==> src/rtl/spi_qm_pkg.sv <==
package spi_qm_pkg;
  // control field positions
  localparam int CTRL_EN      = 0;
  localparam int CTRL_CPOL    = 1;
  localparam int CTRL_CPHA    = 2;
  localparam int CTRL_DIV_LSB = 3;
  // status field positions
  localparam int ST_TXE  = 0;
  localparam int ST_DONE = 1;
  localparam int ST_MODF = 2;
  localparam int ST_BUSY = 3;

  typedef enum logic [1:0] {
    A_CTRL = 2'd0,
    A_STAT = 2'd1,
    A_DATA = 2'd2,
    A_NONE = 2'd3
  } reg_addr_e;

  // SCK level for a running byte: second half of a bit slot is the active
  // level for phase 0, the first half for phase 1.
  function automatic logic sck_level(logic pol, logic pha, logic second_half);
    return pol ^ pha ^ second_half;
  endfunction
endpackage

==> src/rtl/spi_qm_sync.sv <==
module spi_qm_sync #(
  parameter int   STAGES  = 2,
  parameter logic RST_VAL = 1'b1
) (
  input  logic clk,
  input  logic rst_n,
  input  logic d,
  output logic q
);
  generate
    if (STAGES <= 1) begin : g_single
      logic s_q;
      always_ff @(posedge clk or negedge rst_n) begin
        if (!rst_n) s_q <= RST_VAL;
        else        s_q <= d;
      end
      assign q = s_q;
    end else begin : g_chain
      logic [STAGES-1:0] chain_q;
      always_ff @(posedge clk or negedge rst_n) begin
        if (!rst_n) chain_q <= {STAGES{RST_VAL}};
        else        chain_q <= {chain_q[STAGES-2:0], d};
      end
      assign q = chain_q[STAGES-1];
    end
  endgenerate
endmodule

==> src/rtl/spi_qm_regs.sv <==
module spi_qm_regs
  import spi_qm_pkg::*;
#(
  parameter int DW   = 8,
  parameter int DIVW = 5
) (
  input  logic            clk,
  input  logic            rst_n,
  input  logic            bus_wr,
  input  logic            bus_rd,
  input  logic [1:0]      bus_addr,
  input  logic [DW-1:0]   bus_wdata,
  output logic [DW-1:0]   bus_rdata,
  input  logic            ss_active,
  input  logic            take,
  input  logic            done_evt,
  input  logic            busy,
  input  logic [DW-1:0]   rx_data,
  output logic            en,
  output logic            cpol,
  output logic            cpha,
  output logic [DIVW-1:0] div,
  output logic            buf_full,
  output logic [DW-1:0]   buf_data,
  output logic            abort,
  output logic            irq
);
  logic en_q, cpol_q, cpha_q, full_q, done_q, modf_q, armed_q;
  logic [DIVW-1:0] div_q;
  logic [DW-1:0]   data_q;
  logic wr_ctrl, wr_data, rd_stat;

  assign wr_ctrl = bus_wr && (bus_addr == A_CTRL);
  assign wr_data = bus_wr && (bus_addr == A_DATA);
  assign rd_stat = bus_rd && (bus_addr == A_STAT);
  // a conflicting controller pulls select while this block is enabled
  assign abort   = en_q && ss_active;

  always_ff @(posedge clk or negedge rst_n) begin
    if (!rst_n) begin
      en_q    <= 1'b0;
      cpol_q  <= 1'b0;
      cpha_q  <= 1'b0;
      div_q   <= '0;
      modf_q  <= 1'b0;
      armed_q <= 1'b0;
    end else begin
      if (abort) begin
        en_q    <= 1'b0;
        modf_q  <= 1'b1;
        armed_q <= 1'b0;
      end else if (wr_ctrl) begin
        en_q <= bus_wdata[CTRL_EN] & ~modf_q;
        if (armed_q) begin
          modf_q  <= 1'b0;
          armed_q <= 1'b0;
        end
      end else if (rd_stat && modf_q) begin
        armed_q <= 1'b1;
      end
      if (wr_ctrl) begin
        cpol_q <= bus_wdata[CTRL_CPOL];
        cpha_q <= bus_wdata[CTRL_CPHA];
        div_q  <= bus_wdata[CTRL_DIV_LSB +: DIVW];
      end
    end
  end

  // one-entry holding register
  always_ff @(posedge clk or negedge rst_n) begin
    if (!rst_n) begin
      full_q <= 1'b0;
      data_q <= '0;
    end else if (abort) begin
      full_q <= 1'b0;
    end else if (wr_data && en_q) begin
      full_q <= 1'b1;
      data_q <= bus_wdata;
    end else if (take) begin
      full_q <= 1'b0;
    end
  end

  // completion flag: a new completion wins over a clearing read
  always_ff @(posedge clk or negedge rst_n) begin
    if (!rst_n)        done_q <= 1'b0;
    else if (done_evt) done_q <= 1'b1;
    else if (rd_stat)  done_q <= 1'b0;
  end

  always_comb begin
    bus_rdata = '0;
    case (bus_addr)
      A_CTRL: begin
        bus_rdata[CTRL_EN]                = en_q;
        bus_rdata[CTRL_CPOL]              = cpol_q;
        bus_rdata[CTRL_CPHA]              = cpha_q;
        bus_rdata[CTRL_DIV_LSB +: DIVW]   = div_q;
      end
      A_STAT: begin
        bus_rdata[ST_TXE]  = ~full_q;
        bus_rdata[ST_DONE] = done_q;
        bus_rdata[ST_MODF] = modf_q;
        bus_rdata[ST_BUSY] = busy;
      end
      A_DATA:  bus_rdata = rx_data;
      default: bus_rdata = '0;
    endcase
  end

  assign en       = en_q;
  assign cpol     = cpol_q;
  assign cpha     = cpha_q;
  assign div      = div_q;
  assign buf_full = full_q;
  assign buf_data = data_q;
  assign irq      = done_q | modf_q;

  a_r4_write_fills: assert property (@(posedge clk) disable iff (!rst_n)
    (wr_data && en_q && !abort) |=> full_q);
  a_r7_done_wins: assert property (@(posedge clk) disable iff (!rst_n)
    done_evt |=> done_q);
  a_r8_fault_flushes: assert property (@(posedge clk) disable iff (!rst_n)
    abort |=> (modf_q && !full_q && !en_q));
  a_r9_enable_locked: assert property (@(posedge clk) disable iff (!rst_n)
    modf_q |-> !en_q);
  a_r10_ignored_disabled: assert property (@(posedge clk) disable iff (!rst_n)
    !en_q |=> !$rose(modf_q));
endmodule

==> src/rtl/spi_qm_engine.sv <==
module spi_qm_engine
  import spi_qm_pkg::*;
#(
  parameter int DW   = 8,
  parameter int DIVW = 5
) (
  input  logic            clk,
  input  logic            rst_n,
  input  logic            cpol,
  input  logic            cpha,
  input  logic [DIVW-1:0] div,
  input  logic            start_req,
  input  logic [DW-1:0]   start_data,
  input  logic            abort,
  input  logic            miso,
  output logic            sck,
  output logic            mosi,
  output logic            busy,
  output logic            take,
  output logic            done_evt,
  output logic [DW-1:0]   rx_data
);
  localparam int BW = (DW > 1) ? $clog2(DW) : 1;
  localparam logic [BW-1:0] LAST_BIT = BW'(DW - 1);

  logic            run_q, half_q, sck_q;
  logic [BW-1:0]   bit_q;
  logic [DIVW-1:0] cnt_q;
  logic [DW-1:0]   tx_q, rx_sh_q, rx_q;
  logic            tick, start, byte_end, cont;

  function automatic logic slot_over(logic [DIVW-1:0] cnt, logic [DIVW-1:0] lim);
    return cnt == lim;
  endfunction

  function automatic logic [DW-1:0] shift_in(logic [DW-1:0] cur, logic b);
    return {cur[DW-2:0], b};
  endfunction

  assign tick     = run_q && slot_over(cnt_q, div);
  assign start    = !run_q && start_req && !abort;
  assign byte_end = tick && half_q && (bit_q == LAST_BIT);
  assign cont     = byte_end && start_req && !abort;
  assign take     = start || cont;
  assign done_evt = byte_end && !abort;

  always_ff @(posedge clk or negedge rst_n) begin
    if (!rst_n) begin
      run_q   <= 1'b0;
      half_q  <= 1'b0;
      bit_q   <= '0;
      cnt_q   <= '0;
      tx_q    <= '0;
      rx_sh_q <= '0;
      rx_q    <= '0;
      sck_q   <= 1'b0;
    end else if (abort) begin
      run_q  <= 1'b0;
      half_q <= 1'b0;
      bit_q  <= '0;
      cnt_q  <= '0;
      sck_q  <= cpol;
    end else if (start) begin
      run_q  <= 1'b1;
      half_q <= 1'b0;
      bit_q  <= '0;
      cnt_q  <= '0;
      tx_q   <= start_data;
      sck_q  <= sck_level(cpol, cpha, 1'b0);
    end else if (run_q) begin
      if (tick) begin
        cnt_q <= '0;
        if (!half_q) begin
          half_q  <= 1'b1;
          rx_sh_q <= shift_in(rx_sh_q, miso);
          sck_q   <= sck_level(cpol, cpha, 1'b1);
        end else begin
          half_q <= 1'b0;
          if (bit_q == LAST_BIT) begin
            rx_q <= rx_sh_q;
            if (cont) begin
              tx_q  <= start_data;
              bit_q <= '0;
              sck_q <= sck_level(cpol, cpha, 1'b0);
            end else begin
              run_q <= 1'b0;
              sck_q <= cpol;
            end
          end else begin
            bit_q <= bit_q + BW'(1);
            tx_q  <= {tx_q[DW-2:0], 1'b0};
            sck_q <= sck_level(cpol, cpha, 1'b0);
          end
        end
      end else begin
        cnt_q <= cnt_q + DIVW'(1);
      end
    end else begin
      sck_q <= cpol;
    end
  end

  assign sck     = sck_q;
  assign mosi    = tx_q[DW-1];
  assign busy    = run_q;
  assign rx_data = rx_q;

  a_r2_sck_holds: assert property (@(posedge clk) disable iff (!rst_n)
    (run_q && !tick && !abort) |=> $stable(sck_q));
  a_r3_no_gap: assert property (@(posedge clk) disable iff (!rst_n)
    cont |=> (run_q && !half_q && (bit_q == '0)));
  a_r5_idle_level: assert property (@(posedge clk) disable iff (!rst_n)
    (!run_q && $stable(cpol)) |-> (sck_q == cpol));
  a_r8_abort_stops: assert property (@(posedge clk) disable iff (!rst_n)
    abort |=> (!run_q && (sck_q == $past(cpol))));
endmodule

==> src/rtl/spi_qmaster.sv <==
module spi_qmaster
  import spi_qm_pkg::*;
#(
  parameter int DW        = 8,
  parameter int DIVW      = 5,
  parameter int SS_STAGES = 2
) (
  input  logic          clk,
  input  logic          rst_n,
  input  logic          bus_wr,
  input  logic          bus_rd,
  input  logic [1:0]    bus_addr,
  input  logic [DW-1:0] bus_wdata,
  output logic [DW-1:0] bus_rdata,
  output logic          irq,
  output logic          sck,
  output logic          mosi,
  input  logic          miso,
  input  logic          ss_n
);
  logic            ss_sync, en, cpol, cpha, buf_full, abort;
  logic            take, done_evt, busy;
  logic [DIVW-1:0] div;
  logic [DW-1:0]   buf_data, rx_data;

  spi_qm_sync #(.STAGES(SS_STAGES), .RST_VAL(1'b1)) u_ss_sync (
    .clk(clk), .rst_n(rst_n), .d(ss_n), .q(ss_sync)
  );

  spi_qm_regs #(.DW(DW), .DIVW(DIVW)) u_regs (
    .clk(clk), .rst_n(rst_n),
    .bus_wr(bus_wr), .bus_rd(bus_rd), .bus_addr(bus_addr),
    .bus_wdata(bus_wdata), .bus_rdata(bus_rdata),
    .ss_active(~ss_sync), .take(take), .done_evt(done_evt), .busy(busy),
    .rx_data(rx_data), .en(en), .cpol(cpol), .cpha(cpha), .div(div),
    .buf_full(buf_full), .buf_data(buf_data), .abort(abort), .irq(irq)
  );

  spi_qm_engine #(.DW(DW), .DIVW(DIVW)) u_engine (
    .clk(clk), .rst_n(rst_n), .cpol(cpol), .cpha(cpha), .div(div),
    .start_req(buf_full && en), .start_data(buf_data), .abort(abort),
    .miso(miso), .sck(sck), .mosi(mosi), .busy(busy), .take(take),
    .done_evt(done_evt), .rx_data(rx_data)
  );
endmodule

==> config.mk <==
export PLATFORM = sky130hd
export DESIGN_NAME = spi_qmaster
export DESIGN_NICKNAME = d
export VERILOG_FILES = /design/src/rtl/spi_qm_pkg.sv /design/src/rtl/spi_qm_sync.sv /design/src/rtl/spi_qm_regs.sv /design/src/rtl/spi_qm_engine.sv /design/src/rtl/spi_qmaster.sv
export SDC_FILE = /design/constraint.sdc
export NUM_CORES = 1
export LEC_CHECK = 0
export BUFFER_PORTS_ARGS = -buffer_cell sky130_fd_sc_hd__buf_2
export CAP_MARGIN = 40
export CORE_MARGIN = 2
export CORE_UTILIZATION = 45
export DETAILED_ROUTE_END_ITERATION = 7
export GPL_ROUTABILITY_DRIVEN = 1
export PLACE_DENSITY_LB_ADDON = 0.1
export SYNTH_ARGS = -nofsm -noshare
export SYNTH_HDL_FRONTEND = slang
export SYNTH_SLANG_ARGS = --single-unit
==> constraint.sdc <==
create_clock -name clk -period 2 [get_ports clk]
set_input_delay 0.2 -clock clk [delete_from_list [all_inputs] [get_ports clk]]
set_output_delay 0.2 -clock clk [all_outputs]
set_load 0.05 [all_outputs]
==> Yosys cells after proc, flatten, opt, wreduce, memory -nomap -nowiden <==
Cells that the tools add are included.
{ "classes": {"add_sub_neg": 2, "n_eq_ne": 7, "muxes": 51, "n_bitwise": 10, "n_reduce_logical": 37} }
{ "ops": {"columns": ["operator", "n"], "rows": [
  ["two-way mux 8 bit", 6],
  ["two-way mux 1 bit", 32],
  ["two-way mux 3 bit", 7],
  ["two-way mux 5 bit", 4],
  ["logical AND 1 bit", 15],
  ["nonzero test 3 bit", 5],
  ["case mux 4 bit (3 select lines)", 1],
  ["nonzero test 2 bit", 6],
  ["AND reduction 5 bit", 2],
  ["case mux 4 bit (2 select lines)", 1],
  ["inverter 1 bit", 7],
  ["AND reduction 2 bit", 3],
  ["AND reduction 6 bit", 1],
  ["adder 5 x 1 -> 5 bit (second input constant)", 1],
  ["equality test 5 bit", 1],
  ["!= test 4 x 1 -> 1 bit (second input constant)", 1],
  ["!= test 4 x 3 -> 1 bit (second input constant)", 1],
  ["AND reduction 4 bit", 1],
  ["adder 3 x 1 -> 3 bit (second input constant)", 1],
  ["equality test 3 bit (second input constant)", 1],
  ["!= test 3 x 1 -> 1 bit (second input constant)", 1],
  ["equality test 2 x 1 -> 1 bit (second input constant)", 1],
  ["equality test 2 bit (second input constant)", 1],
  ["logical NOT 1 bit", 2],
  ["5 further kinds", 5]
]} }
{ "totals": {"ff_bits": 57, "in_bits": 16, "output_inout_bits": 11, "elab_cells": 125} }

==> Logic depth before layout (Yosys ltp) <==
{ "logic_depth": {"depth_word": 13, "depth_mapped": 8, "ltp_nobuf": 7} }

==> Cells and area by module <==
A second synthesis with hierarchy kept.
{ "hier_totals": {"hier_cells": 226, "area_unflattened_um2": 2813.9} }
{ "by_module_without_submodules": {"columns": ["mod", "n_inst", "cells_each", "area_each_um2", "seq_area_each_um2"], "rows": [
  ["spi_qm_engine", 1, 144, 1779.2, 875.8],
  ["spi_qm_regs", 1, 78, 972.2, 500.5],
  ["spi_qm_sync", 1, 2, 52.6, 52.6],
  ["spi_qmaster", 1, 2, 10.0, 0.0]
]} }

==> Least setup slack after synthesis <==
No wires, ideal clock.
{ "synth_timing": {"path_kind": "reg-to-output", "start": "register u_engine.run_q (netlist: u_engine.busy)", "end": "output bus_rdata[3]", "t_arrival_ns": 2.038, "t_required_ns": 1.800, "path_slack_ns": -0.238, "stages_incl_launch_ff": 5, "n_path_buf": 2, "cell_sequence": "dfrtp_1 -> clkbuf_1 -> clkbuf_1 -> mux2i_1 -> o21ai_0"} }
{ "synth_via": {"elab_chain_len": 1} }
{ "synth_lines": {"columns": ["element", "line", "source"], "rows": [
  ["from (decl)", "spi_qm_engine.sv:26", "logic run_q, half_q, sck_q;"],
  ["from (signal assigned)", "spi_qm_engine.sv:49", "run_q <= 1'b0;"],
  ["from (signal assigned)", "spi_qm_engine.sv:58", "run_q <= 1'b0;"],
  ["from (signal assigned)", "spi_qm_engine.sv:64", "run_q <= 1'b1;"],
  ["case mux 4 bit (3 select lines)", "spi_qm_regs.sv:93", "case (bus_addr)"],
  ["to (decl)", "spi_qmaster.sv:14", "output logic [DW-1:0] bus_rdata,"]
]} }
No other way between the ends.

==> Final worst setup path <==
{ "layout_timing": {"start": "register u_regs.div_q[2] (netlist: u_regs.div[2])", "end": "register u_engine.rx_sh_q[2]"} }
{ "layout_via": {"elab_chain_len": 3} }
{ "layout_lines": {"columns": ["element", "line", "source"], "rows": [
  ["from (decl)", "spi_qm_regs.sv:29", "logic [DIVW-1:0] div_q;"],
  ["from (signal assigned)", "spi_qm_regs.sv:64", "div_q <= bus_wdata[CTRL_DIV_LSB +: DIVW];"],
  ["equality test 5 bit", "spi_qm_engine.sv:33", "return cnt == lim;"],
  ["logical AND 1 bit", "spi_qm_engine.sv:40", "assign tick = run_q && slot_over(cnt_q, div);"],
  ["AND reduction 5 bit (no line)", null, null],
  ["to (signal assigned)", "spi_qm_engine.sv:75", "rx_sh_q <= shift_in(rx_sh_q, miso);"],
  ["to (decl)", "spi_qm_engine.sv:29", "logic [DW-1:0] tx_q, rx_sh_q, rx_q;"]
]} }
No other way between the ends.
A chain may end at the register's enable or synchronous reset.

==> metrics.cfg <==
[outcome]
status=finished clean

[detailed_routing]
wl_um=6160
final_antenna_net_count=0
viasPerCell=5.41
drt_iter0_drc=95
drc=0
dr.pass1.iters=4
dr_total_vias=2013
wl_per_cell_um=16.6

[power]
p_per_area_mw_per_mm2=1270
ir_drop_mv=0.665
power_uw=4340
power.leakage_uw=0.00165

[global_routing]
use_met1_pct=28.3
grt_pass1_wl_um=10200
grt_most_used_layer=met2
met2_usage_pct=32.2
grt_max_degree=25
grt_remaining_overflow=0
gr-usage-met3_pct=4.13
grt_usage_pct=20.9
grt_pass1_vias=2084
antenna_found_initial=0

[timing]
finalSetupViolations=0
finClkSkew_ns=0.0104
fin_crit_sh_pct=93.2
hold_viol_final=0
fin_crit_ns=1.86
rsz0062_at_grt=no
worst_pin_slew_ns=0.559
setup_tns_ns=0
maxSlewHeadroom_pct=62.7
max_freq_mhz=537
drv_slew=0

[setup_path]
cp_top_family=simple AND/OR/NAND/NOR gates
crit_path_end_kind=flop
crit_chain=xor2_1 -> nor3_4 -> nand2_4 -> nor4_4 -> buf_4 -> mux2_2
crit_fanout=8
cp-startpoint=u_regs.div[2]
r2r_start=u_regs.div[2]
cp_slowest_stage_delay_ns=0.42
cp.arrival_ns=2.08
slowest_stage=dfrtp_1
cp_num_buf_inv=1
ff2ff_setup_slack_ns=0.14
critPathKind=reg2reg
cp.required_ns=2.22
startpoint_type=flop

[clocking]
cts_htree_levels=3
clk_latency_ns=0.34
clk_pin_slew_ns=0.07
clockBufferDepth=2
cts_setup_buffers=0
cts_resized=0
cts_root_buffer=clkbuf_8
cts_buffers=9
cts_sinks=57
holdBufCountCts=2
cts_tree=done

[logic_synthesis]
synth_top_cell_area_share_pct=49.3
ys_seq_area_share_pct=51.2
synth.area.top_cells=dfrtp_1 49%, mux2_2 12%, o22a_1 4.4%
synthArstFlopShare_pct=100
synth_enable_flop_cells=0
postSynthCellCount=242
ys_seq_elements=57
synth_nets=261
yosys_warnings=0
synth_top_flop_cell=dfrtp_1
synth.largest_area_cell=dfrtp_1
synth.avg_cell_area_um2=11.5
yosysUniqueCellTypes=43
syn_area_mm2=0.00279

[finish]
multi_input_area_mm2=0.00130
drive_above_1_share_pct=35.0
seq_area_mm2=0.00143
diodes=0
final_common_cell=dfrtp_1
nets=311
fillers=538
final_cell_mix=55 x dfrtp_1, 29 x mux2_2, 26 x buf_2
area_growth_pct=22.3

[floorplan]
dieWidth_um=82.7
die_h_um=82.7
top_level_ports=27
fp.dieArea_mm2=0.00685
rows=28
core_mm2=0.00596
start_util_pct=46.8

[worst_hold_path]
hold_class=in2reg
hp-start=miso

[place]
post-dp-hpwl_um=4520
gp_congestion=0.797
portBuffers=26

[flow_run]
drv_cap=0

[area by class of cell]
class	count	area share (%)
Timing Repair Buffer	51	10.2
Inverter	4	0.440
Tap cell	75	2.75
Clock inverter	6	2.64
Multi-Input combinational cell	169	38.1
Clock buffer	10	4.03
Sequential cell	57	41.9
[metrics by stage]
step | cells | hold WS, ns | area [µm²] | setup WS, ns | util [%]
final | 372 | 0.100 | 3410 | 0.136 | 57.3
after detailed placement | 354 | 0.217 | 3160 | 0.122 | 53.1
after global routing | 372 | 0.0956 | 3410 | 0.0261 | 57.3
after global placement | 354 | 0.221 | 3160 | 0.159 | 53.1
after CTS | 372 | 0.0837 | 3410 | 0.0933 | 57.3
after floorplan | 242 | -0.0956 | 2790 | 0.00263 | -
[sequential cells by signal (all words and copies together) (netlist names), 2 cells and up]
signal and flops:
u_regs.div 5, u_engine.cnt_q 5, u_engine.rx_data 8, u_engine.rx_sh_q 8, u_engine.tx_q 8, u_engine.bit_q 3, u_regs.buf_data 8, u_ss_sync.g_chain.chain_q 2
[per-layer routing]
| metal | vias up | part of all wire, % |
|---|---|---|
| li1 | 979 | - |
| met1 | 983 | 47 |
| met2 | 40 | 47 |
| met3 | 11 | 3.7 |
| met4 | 0 | 2.2 |
| met5 | - | 0 |
[path summary, 6_finish.rpt]
check                                                     to  cells past startpoint
worst max-delay path                     u_engine.rx_sh_q[2]                      6
worst min-delay path                     u_engine.rx_sh_q[0]                      2
worst max register to register           u_engine.rx_sh_q[2]                      6
worst min register to register  u_ss_sync.g_chain.chain_q[1]                      0
max in group asynchronous       u_ss_sync.g_chain.chain_q[1]                      3
min in group asynchronous                   u_engine.tx_q[5]                      2
[synthesized netlist by cell type (2+ instances only)]
library cell	n
ha_1	3
inv_1	4
dfstp_2	2
nor3_1	5
nand3_1	6
a21oi_1	7
mux2_2	29
buf_2	2
mux2i_1	11
mux2_1	2
nand2b_1	6
o21ai_0	9
o22a_1	14
nand4_1	6
nor2b_1	4
nor3_4	2
and4_1	3
nor2_1	16
dfrtp_1	55
clkbuf_1	10
nand2_1	17
xor2_1	8
[logic make-up after synthesis]
kind of cell,synth area share [%]
AOI/OAI and AO/OA,10.9
xor gates and xnor gates,2.51
and+or+nand+nor,15.4
DFF,51.2
muxes,16.5
buffers and inverters,2.24
adders and majority gates,1.35
[power by group]
part	total, µW	leakage [µW]	switching (µW)	internal [µW]
combinational	1380	0.000803	743	634
sequential	1740	0.000733	285	1450
clock	1220	0.000113	484	739
(Power assumes the default switching activity.)
